--- config.mk ---
export PLATFORM = sky130hd
export DESIGN_NAME = tdm_rate_ctrl
export DESIGN_NICKNAME = d
export VERILOG_FILES = /design/src/rtl/tdm_rate_pkg.sv /design/src/rtl/tdm_rate_decode.sv /design/src/rtl/tdm_grp_check.sv /design/src/rtl/tdm_frame_pulse.sv /design/src/rtl/tdm_rate_ctrl.sv
export SDC_FILE = /design/constraint.sdc
export NUM_CORES = 1
export LEC_CHECK = 0
export BUFFER_PORTS_ARGS = -buffer_cell sky130_fd_sc_hd__buf_4
export CORE_AREA = 2 2 260 262
export CTS_CLUSTER_DIAMETER = 40
export DETAILED_ROUTE_END_ITERATION = 7
export DIE_AREA = 0 0 262 264
export HOLD_SLACK_MARGIN = 0.12
export PLACE_DENSITY = 0.3
export SLEW_MARGIN = 10
export SYNTH_ARGS = -nofsm -noshare
export SYNTH_HDL_FRONTEND = slang
export SYNTH_SLANG_ARGS = --single-unit
--- constraint.sdc ---
create_clock -name clk -period 6.8 [get_ports clk]
set_clock_uncertainty 0.1 [all_clocks]
set_input_delay 1.36 -clock clk [delete_from_list [all_inputs] [get_ports clk]]
set_output_delay 1.36 -clock clk [all_outputs]
set_load 0.05 [all_outputs]
--- src/rtl/tdm_rate_pkg.sv ---
package tdm_rate_pkg;
    typedef enum logic [1:0] {
        LM_NORMAL   = 2'd0,
        LM_PAIR     = 2'd1,
        LM_QUAD     = 2'd2,
        LM_ABSORBED = 2'd3
    } link_mode_e;

    typedef enum logic [1:0] {
        FP_QUIET    = 2'd0,
        FP_PAIR_RUN = 2'd1,
        FP_QUAD_RUN = 2'd2
    } fp_state_e;

    // control word field positions
    localparam int RATE_HI   = 6;
    localparam int RATE_LO   = 5;
    localparam int MUX_HI    = 4;
    localparam int MUX_LO    = 3;
    localparam int FMT_BIT   = 2;
    localparam int DELIN_BIT = 10;

    localparam logic [1:0] RATE_PAIR = 2'b10;
    localparam logic [1:0] RATE_QUAD = 2'b11;
endpackage

--- src/rtl/tdm_rate_decode.sv ---
module tdm_rate_decode
    import tdm_rate_pkg::*;
#(
    parameter int N_LINKS = 16,
    parameter int CW      = 16
) (
    input  logic [N_LINKS*CW-1:0]     tx_ctrl_i,
    input  logic [N_LINKS*CW-1:0]     rx_ctrl_i,
    output link_mode_e [N_LINKS-1:0]  mode_o,
    output logic [N_LINKS-1:0]        cfg_err_o
);
    logic [N_LINKS-1:0] pair_ok;
    logic [N_LINKS-1:0] quad_ok;

    for (genvar g = 0; g < N_LINKS; g++) begin : g_req
        logic [CW-1:0] tw;
        logic [CW-1:0] rw;
        logic          fields_ok;

        assign tw = tx_ctrl_i[g*CW +: CW];
        assign rw = rx_ctrl_i[g*CW +: CW];
        assign fields_ok = (tw[MUX_HI:MUX_LO] == 2'b00) && !tw[FMT_BIT]
                        && (rw[MUX_HI:MUX_LO] == 2'b00) && !rw[FMT_BIT]
                        && rw[DELIN_BIT]
                        && (rw[RATE_HI:RATE_LO] == tw[RATE_HI:RATE_LO]);

        if (g % 4 == 0) begin : g_qsurv
            assign quad_ok[g] = (tw[RATE_HI:RATE_LO] == RATE_QUAD) && fields_ok;
        end else begin : g_qnone
            assign quad_ok[g] = 1'b0;
        end

        if (g % 2 == 0) begin : g_psurv
            assign pair_ok[g] = (tw[RATE_HI:RATE_LO] == RATE_PAIR) && fields_ok;
        end else begin : g_pnone
            assign pair_ok[g] = 1'b0;
        end
    end

    for (genvar g = 0; g < N_LINKS; g++) begin : g_mode
        localparam int  QS      = g - (g % 4);
        localparam int  PS      = g - (g % 2);
        localparam bit  IS_QSRV = (g == QS);
        localparam bit  IS_PSRV = (g == PS);
        link_mode_e m;

        always_comb begin
            if (quad_ok[QS] && !IS_QSRV)      m = LM_ABSORBED;
            else if (quad_ok[g])              m = LM_QUAD;
            else if (pair_ok[PS] && !IS_PSRV) m = LM_ABSORBED;
            else if (pair_ok[g])              m = LM_PAIR;
            else                              m = LM_NORMAL;
        end

        assign mode_o[g]    = m;
        assign cfg_err_o[g] = (m == LM_NORMAL) && tx_ctrl_i[g*CW + RATE_HI];
    end
endmodule

--- src/rtl/tdm_grp_check.sv ---
module tdm_grp_check
    import tdm_rate_pkg::*;
#(
    parameter int N_LINKS = 16,
    parameter int GW      = 4
) (
    input  logic [N_LINKS*GW-1:0]     ima_grp_i,
    input  link_mode_e [N_LINKS-1:0]  mode_i,
    output logic [N_LINKS-1:0]        grp_err_o
);
    for (genvar g = 0; g < N_LINKS; g++) begin : g_set
        logic p_mis;
        logic q_mis;

        if ((g % 2 == 0) && (g + 1 < N_LINKS)) begin : g_pair
            assign p_mis = ima_grp_i[(g+1)*GW +: GW] != ima_grp_i[g*GW +: GW];
        end else begin : g_nopair
            assign p_mis = 1'b0;
        end

        if ((g % 4 == 0) && (g + 3 < N_LINKS)) begin : g_quad
            assign q_mis = (ima_grp_i[(g+1)*GW +: GW] != ima_grp_i[g*GW +: GW])
                        || (ima_grp_i[(g+2)*GW +: GW] != ima_grp_i[g*GW +: GW])
                        || (ima_grp_i[(g+3)*GW +: GW] != ima_grp_i[g*GW +: GW]);
        end else begin : g_noquad
            assign q_mis = 1'b0;
        end

        assign grp_err_o[g] = ((mode_i[g] == LM_PAIR) && p_mis)
                           || ((mode_i[g] == LM_QUAD) && q_mis);
    end
endmodule

--- src/rtl/tdm_frame_pulse.sv ---
module tdm_frame_pulse
    import tdm_rate_pkg::*;
#(
    parameter int PAIR_PERIOD = 512,
    parameter int QUAD_PERIOD = 1024
) (
    input  logic       clk,
    input  logic       rst_n,
    input  link_mode_e mode_i,
    input  logic       sync_out_i,
    output logic       pulse_o
);
    localparam int MAXP  = (QUAD_PERIOD > PAIR_PERIOD) ? QUAD_PERIOD : PAIR_PERIOD;
    localparam int CNT_W = $clog2(MAXP);
    localparam logic [CNT_W-1:0] PAIR_LAST = CNT_W'(PAIR_PERIOD - 1);
    localparam logic [CNT_W-1:0] QUAD_LAST = CNT_W'(QUAD_PERIOD - 1);

    fp_state_e        state_q;
    fp_state_e        state_d;
    logic [CNT_W-1:0] cnt_q;
    logic             wrap;

    // next state from decoded mode and sync direction
    always_comb begin
        state_d = FP_QUIET;
        if (sync_out_i) begin
            if (mode_i == LM_PAIR)      state_d = FP_PAIR_RUN;
            else if (mode_i == LM_QUAD) state_d = FP_QUAD_RUN;
        end
    end

    // state register
    always_ff @(posedge clk or negedge rst_n) begin
        if (!rst_n) state_q <= FP_QUIET;
        else        state_q <= state_d;
    end

    // outputs
    always_comb begin
        unique case (state_q)
            FP_QUIET:    wrap = 1'b0;
            FP_PAIR_RUN: wrap = (cnt_q == PAIR_LAST);
            FP_QUAD_RUN: wrap = (cnt_q == QUAD_LAST);
            default:     wrap = 1'b0;
        endcase
        pulse_o = wrap;
    end

    // period counter, cleared on any state change
    always_ff @(posedge clk or negedge rst_n) begin
        if (!rst_n)
            cnt_q <= '0;
        else if ((state_d != state_q) || wrap || (state_q == FP_QUIET))
            cnt_q <= '0;
        else
            cnt_q <= cnt_q + 1'b1;
    end
endmodule

--- src/rtl/tdm_rate_ctrl.sv ---
module tdm_rate_ctrl
    import tdm_rate_pkg::*;
#(
    parameter int N_LINKS     = 16,
    parameter int CW          = 16,
    parameter int GW          = 4,
    parameter int PAIR_PERIOD = 512,
    parameter int QUAD_PERIOD = 1024
) (
    input  logic                  clk,
    input  logic                  rst_n,
    input  logic [N_LINKS*CW-1:0] tx_ctrl_i,
    input  logic [N_LINKS*CW-1:0] rx_ctrl_i,
    input  logic [N_LINKS-1:0]    sync_out_i,
    input  logic [N_LINKS*GW-1:0] ima_grp_i,
    output logic [N_LINKS-1:0]    link_act_o,
    output logic [N_LINKS-1:0]    pin_hiz_o,
    output logic [N_LINKS-1:0]    frame_pulse_o,
    output logic [N_LINKS-1:0]    cfg_err_o,
    output logic [N_LINKS-1:0]    grp_err_o
);
    link_mode_e [N_LINKS-1:0] mode;

    tdm_rate_decode #(.N_LINKS(N_LINKS), .CW(CW)) u_decode (
        .tx_ctrl_i (tx_ctrl_i),
        .rx_ctrl_i (rx_ctrl_i),
        .mode_o    (mode),
        .cfg_err_o (cfg_err_o)
    );

    tdm_grp_check #(.N_LINKS(N_LINKS), .GW(GW)) u_grp (
        .ima_grp_i (ima_grp_i),
        .mode_i    (mode),
        .grp_err_o (grp_err_o)
    );

    for (genvar g = 0; g < N_LINKS; g++) begin : g_link
        assign link_act_o[g] = (mode[g] != LM_ABSORBED);
        assign pin_hiz_o[g]  = (mode[g] == LM_ABSORBED);

        tdm_frame_pulse #(.PAIR_PERIOD(PAIR_PERIOD), .QUAD_PERIOD(QUAD_PERIOD)) u_fp (
            .clk        (clk),
            .rst_n      (rst_n),
            .mode_i     (mode[g]),
            .sync_out_i (sync_out_i[g]),
            .pulse_o    (frame_pulse_o[g])
        );
    end
endmodule

==> load_flow_metrics.sql <==
INSERT INTO impl_metrics (metric_group, metric, value, unit) VALUES
('synth', 'synth.area.mux_share', '0.00304', ''),
('placement', 'port_buffers', '225', ''),
('routing', 'via_per_inst', '3.21', ''),
('synth', 'syn-mean-instance-area', '9.40', 'um2'),
('synth', 'netlist-cell-type-count', '58', ''),
('power', 'power.net_switching', '0.367', 'mW'),
('clocking', 'buffer_type_at_the_clock_tree_root', 'sky130_fd_sc_hd__clkbuf_16', ''),
('routing', 'drt_first_pass_iters', '4', ''),
('timing', 'slew_headroom', '0.274', ''),
('floorplan', 'start_util', '0.0988', ''),
('clocking', 'postCtsResizedCells', '0', ''),
('synth', 'synth-seq-cells', '96', ''),
('synth', 'synth_compound_area_frac', '0.0354', ''),
('routing', 'routed-via-count', '5785', ''),
('clocking', 'cts_made_buffers', '9', ''),
('routing', 'drtIter0Drc', '212', ''),
('power', 'max-vdd-ir-drop', '0.0000898', 'V'),
('clocking', 'cts_tree', 'done', ''),
('routing', 'final_antenna_net_count', '0', ''),
('synth', 'synth_top_flop_cell', 'sky130_fd_sc_hd__dfrtp_1', ''),
('power', 'powerDensity', '139', 'nW/um2'),
('clocking', 'insertion_delay', '0.38', 'ns'),
('synth', 'syn-instance-count', '700', ''),
('status', 'status', 'complete, no violations', ''),
('setup_path', 'critical_path_class', 'input pin to output pin', ''),
('synth', 'mappedNetlistArea', '6580', 'um2'),
('power', 'power.sequential.fraction', '0.439', ''),
('power', 'comb_power_share', '0.165', ''),
('synth', 'synth-seq-area-share', '0.365', ''),
('synth', 'yosys.area_share.adder', '0.0456', ''),
('clocking', 'cts_sinks', '96', ''),
('global_routing', 'first_global_vias', '5912', ''),
('timing', 'period_share', '0.703', ''),
('global_routing', 'globalRoute.totalOverflow', '0', ''),
('clocking', 'htreeDepth', '3', ''),
('timing', 'post-route-min-period', '4.78', 'ns'),
('floorplan', 'die_area', '69200', 'um2'),
('routing', 'wire_per_inst', '11.4', 'um'),
('timing', 'finalHoldViolCount', '0', ''),
('setup_path', 'cp_data_arrival_time', '3.32', 'ns'),
('layout', 'design.final.nets', '1541', ''),
('routing', 'route.final.wire_length', '20.5', 'mm'),
('timing', 'max_clock_freq', '209', 'MHz'),
('flow_run', 'maxCapViolCount', '0', ''),
('placement', 'dp.final_hpwl', '16.1', 'mm'),
('timing', 'worstMarginPinSlew', '1.08', 'ns'),
('clocking', 'clkTransAtPathRegs', '0.07', 'ns'),
('timing', 'slew_viol_final', '0', ''),
('clocking', 'cts-root-to-sink-buffers', '2', ''),
('floorplan', 'num_rows', '95', ''),
('setup_path', 'cp-start-kind', 'input pin', ''),
('routing', 'residual_drc_count', '0', ''),
('setup_path', 'worst-path-max-fanout', '7', ''),
('synth', 'post_synth_xor_area_fraction', '0.146', ''),
('floorplan', 'floorplan.die.height', '264', 'um'),
('synth', 'synth-warning-count', '0', ''),
('power', 'power.share.switching', '0.279', ''),
('layout', 'num_antenna_cells', '0', ''),
('setup_path', 'endpoint_kind', 'output pin', ''),
('layout', 'drive_above_1_share', '0.292', ''),
('layout', 'flow.area_growth_from_synthesis', '43.9', '%'),
('timing', 'rsz0062_at_grt', 'no', ''),
('setup_path', 'critPathRequiredTime', '5.34', 'ns'),
('power', 'intPower', '0.948', 'mW'),
('power', 'power_leakage', '3.84', 'nW'),
('synth', 'async_reset_ff_frac', '1.00', ''),
('layout', 'utilization', '0.142', ''),
('global_routing', 'grt_pass1_wl', '32.2', 'mm'),
('floorplan', 'floorplan.die.width', '262', 'um'),
('placement', 'globalplace.congestion', '0.697', ''),
('layout', 'n_fill_cell', '7609', ''),
('min_path', 'hold_class', 'flip-flop to flip-flop', ''),
('global_routing', 'grt_antenna_before_repair', '5', ''),
('clocking', 'post_cts_hold_buffer_count', '0', ''),
('global_routing', 'globalRouteTotalUtil', '0.0602', ''),
('synth', 'synthSimpleGateAreaFrac', '0.338', ''),
('clocking', 'cts_post_setup_buffers_inserted', '0', ''),
('floorplan', 'top_level_ports', '674', ''),
('timing', 'report.final.setup_viol', '0', ''),
('global_routing', 'largest_net_degree_at_the_start_of_global_routing', '55', ''),
('synth', 'synth_enable_flop_cells', '0', ''),
('floorplan', 'floorplan.core_area', '66600', 'um2'),
('power', 'clockPowerShare', '0.396', ''),
('synth', 'combinational_family_with_the_most_area_after_synthesis', 'simple AND/OR/NAND/NOR gates', ''),
('timing', 'setup-tns-final', '0', 'ns');
-- per-stage QoR --
step / total power [mW] / area [um2] / worst slack [ns] / hold WS (ns) / cells
after floorplan: 0.694 / 6680 / 1.28 / 0.359 / 726
after global placement: 0.809 / 9190 / 1.74 / 0.389 / 1785
after detailed placement: 0.809 / 9190 / 1.71 / 0.388 / 1785
after CTS: 1.36 / 9470 / 1.69 / 0.405 / 1800
after global routing: 1.40 / 9470 / 1.67 / 0.422 / 1800
final: 1.31 / 9470 / 2.02 / 0.398 / 1800
-- layout make-up --
type / instances / area, um2 / area share
multi-input combinational: 551 / 3840 / 0.406
sequential: 96 / 2400 / 0.254
timing repair buffer: 226 / 1700 / 0.179
tap: 873 / 1090 / 0.115
clock buffer: 13 / 270 / 0.0285
inverter: 39 / 151 / 0.0160
clock inverter: 2 / 13.8 / 0.00145
-- per-layer routing --
metal	wire length [um]	GRT usage
met4	319	0.0192
met3	1280	0.0198
met2	9790	0.0992
met5	0	0
met1	9130	0.0736
-- synth_stat cells (5+ instances only) --
cell type | n | share of area
sky130_fd_sc_hd__a21oi_1 | 5 | 0.0038
sky130_fd_sc_hd__and2_1 | 12 | 0.011
sky130_fd_sc_hd__and3_1 | 23 | 0.022
sky130_fd_sc_hd__and4_1 | 13 | 0.017
sky130_fd_sc_hd__buf_2 | 5 | 0.0038
sky130_fd_sc_hd__buf_4 | 33 | 0.038
sky130_fd_sc_hd__dfrtp_1 | 96 | 0.37
sky130_fd_sc_hd__ha_1 | 24 | 0.046
sky130_fd_sc_hd__inv_1 | 38 | 0.022
sky130_fd_sc_hd__nand2_1 | 44 | 0.025
sky130_fd_sc_hd__nand3_1 | 37 | 0.028
sky130_fd_sc_hd__nand4_1 | 18 | 0.017
sky130_fd_sc_hd__nor2_1 | 24 | 0.014
sky130_fd_sc_hd__nor2b_1 | 5 | 0.0048
sky130_fd_sc_hd__nor3_1 | 80 | 0.061
sky130_fd_sc_hd__nor4_1 | 27 | 0.026
sky130_fd_sc_hd__nor4b_1 | 19 | 0.025
sky130_fd_sc_hd__nor4b_2 | 7 | 0.016
sky130_fd_sc_hd__o21ai_0 | 5 | 0.0038
sky130_fd_sc_hd__o22ai_1 | 8 | 0.0076
sky130_fd_sc_hd__or4_1 | 6 | 0.0068
sky130_fd_sc_hd__xnor2_1 | 41 | 0.055
sky130_fd_sc_hd__xor2_1 | 67 | 0.089
-- power groups by stage --
stage	logic (mW)	registers (mW)	clock network (mW)
final	0.217	0.578	0.520
after global routing	0.238	0.578	0.583
after CTS	0.221	0.577	0.563
after detailed placement	0.220	0.589	0
after global placement	0.221	0.589	0
after floorplan	0.106	0.588	0
-- sequential cells by signal, summed over array words and instances, names as in the netlist --
| name | count |
|---|---|
| g_link.u_fp.state_q | 16 |
| g_link.u_fp.cnt_q | 80 |
-- critical path, stage by stage --
cell	delay, ns
sky130_fd_sc_hd__buf_4	0.11
sky130_fd_sc_hd__or4_1	0.66
sky130_fd_sc_hd__nor4_4	0.61
sky130_fd_sc_hd__nor2b_1	0.18
sky130_fd_sc_hd__and2_1	0.22
sky130_fd_sc_hd__buf_4	0.19
-- cell usage in the layout (no fill, tap or decap), types with 5 or more instances in the layout --
cell / count
sky130_fd_sc_hd__xor2_1: 67
sky130_fd_sc_hd__nor2_1: 24
sky130_fd_sc_hd__and2_1: 12
sky130_fd_sc_hd__nor4b_1: 19
sky130_fd_sc_hd__buf_4: 226
sky130_fd_sc_hd__xnor2_1: 41
sky130_fd_sc_hd__nand2_1: 44
sky130_fd_sc_hd__nand4_1: 18
sky130_fd_sc_hd__nand3_1: 37
sky130_fd_sc_hd__nor4_1: 27
sky130_fd_sc_hd__and4_1: 13
sky130_fd_sc_hd__conb_1: 28
sky130_fd_sc_hd__and3_1: 23
sky130_fd_sc_hd__inv_1: 38
sky130_fd_sc_hd__clkbuf_16: 9
sky130_fd_sc_hd__o21ai_0: 5
sky130_fd_sc_hd__ha_1: 24
sky130_fd_sc_hd__dfrtp_1: 96
sky130_fd_sc_hd__o22ai_1: 8
sky130_fd_sc_hd__a21oi_1: 5
sky130_fd_sc_hd__nor4b_2: 7
sky130_fd_sc_hd__or4_1: 6
sky130_fd_sc_hd__nor2b_1: 5
sky130_fd_sc_hd__nor3_1: 80
-- final timing paths --
check / from / end / slack, ns / cells past startpoint
min reg2reg: g_link[4].u_fp.cnt_q[0]$_DFF_PN0_ / g_link[4].u_fp.cnt_q[0]$_DFF_PN0_ / 0.40 / 1
max reg2reg: g_link[10].u_fp.cnt_q[0]$_DFF_PN0_ / g_link[10].u_fp.cnt_q[0]$_DFF_PN0_ / 4.60 / 4
min in group asynchronous: rst_n / g_link[4].u_fp.cnt_q[7]$_DFF_PN0_ / 0.87 / 1
min: g_link[4].u_fp.cnt_q[0]$_DFF_PN0_ / g_link[4].u_fp.cnt_q[0]$_DFF_PN0_ / 0.40 / 1
max in group asynchronous: rst_n / g_link[14].u_fp.cnt_q[7]$_DFF_PN0_ / 4.53 / 2
max: tx_ctrl_i[196] / cfg_err_o[15] / 2.02 / 6
-- logic make-up (layout without fill, tap and decap cells) --
logic type | count (synthesis) | after routing
buffers and inverters | 79 | 280
AND/OR/NAND/NOR | 355 | 355
AO/OA/AOI/OAI | 33 | 33
XOR/XNOR | 109 | 109
other | 2 | 28
flip-flops | 96 | 96
multiplexers | 2 | 2
adder cells (fa/ha/maj) | 24 | 24
Power figures use the tool's default switching activity.
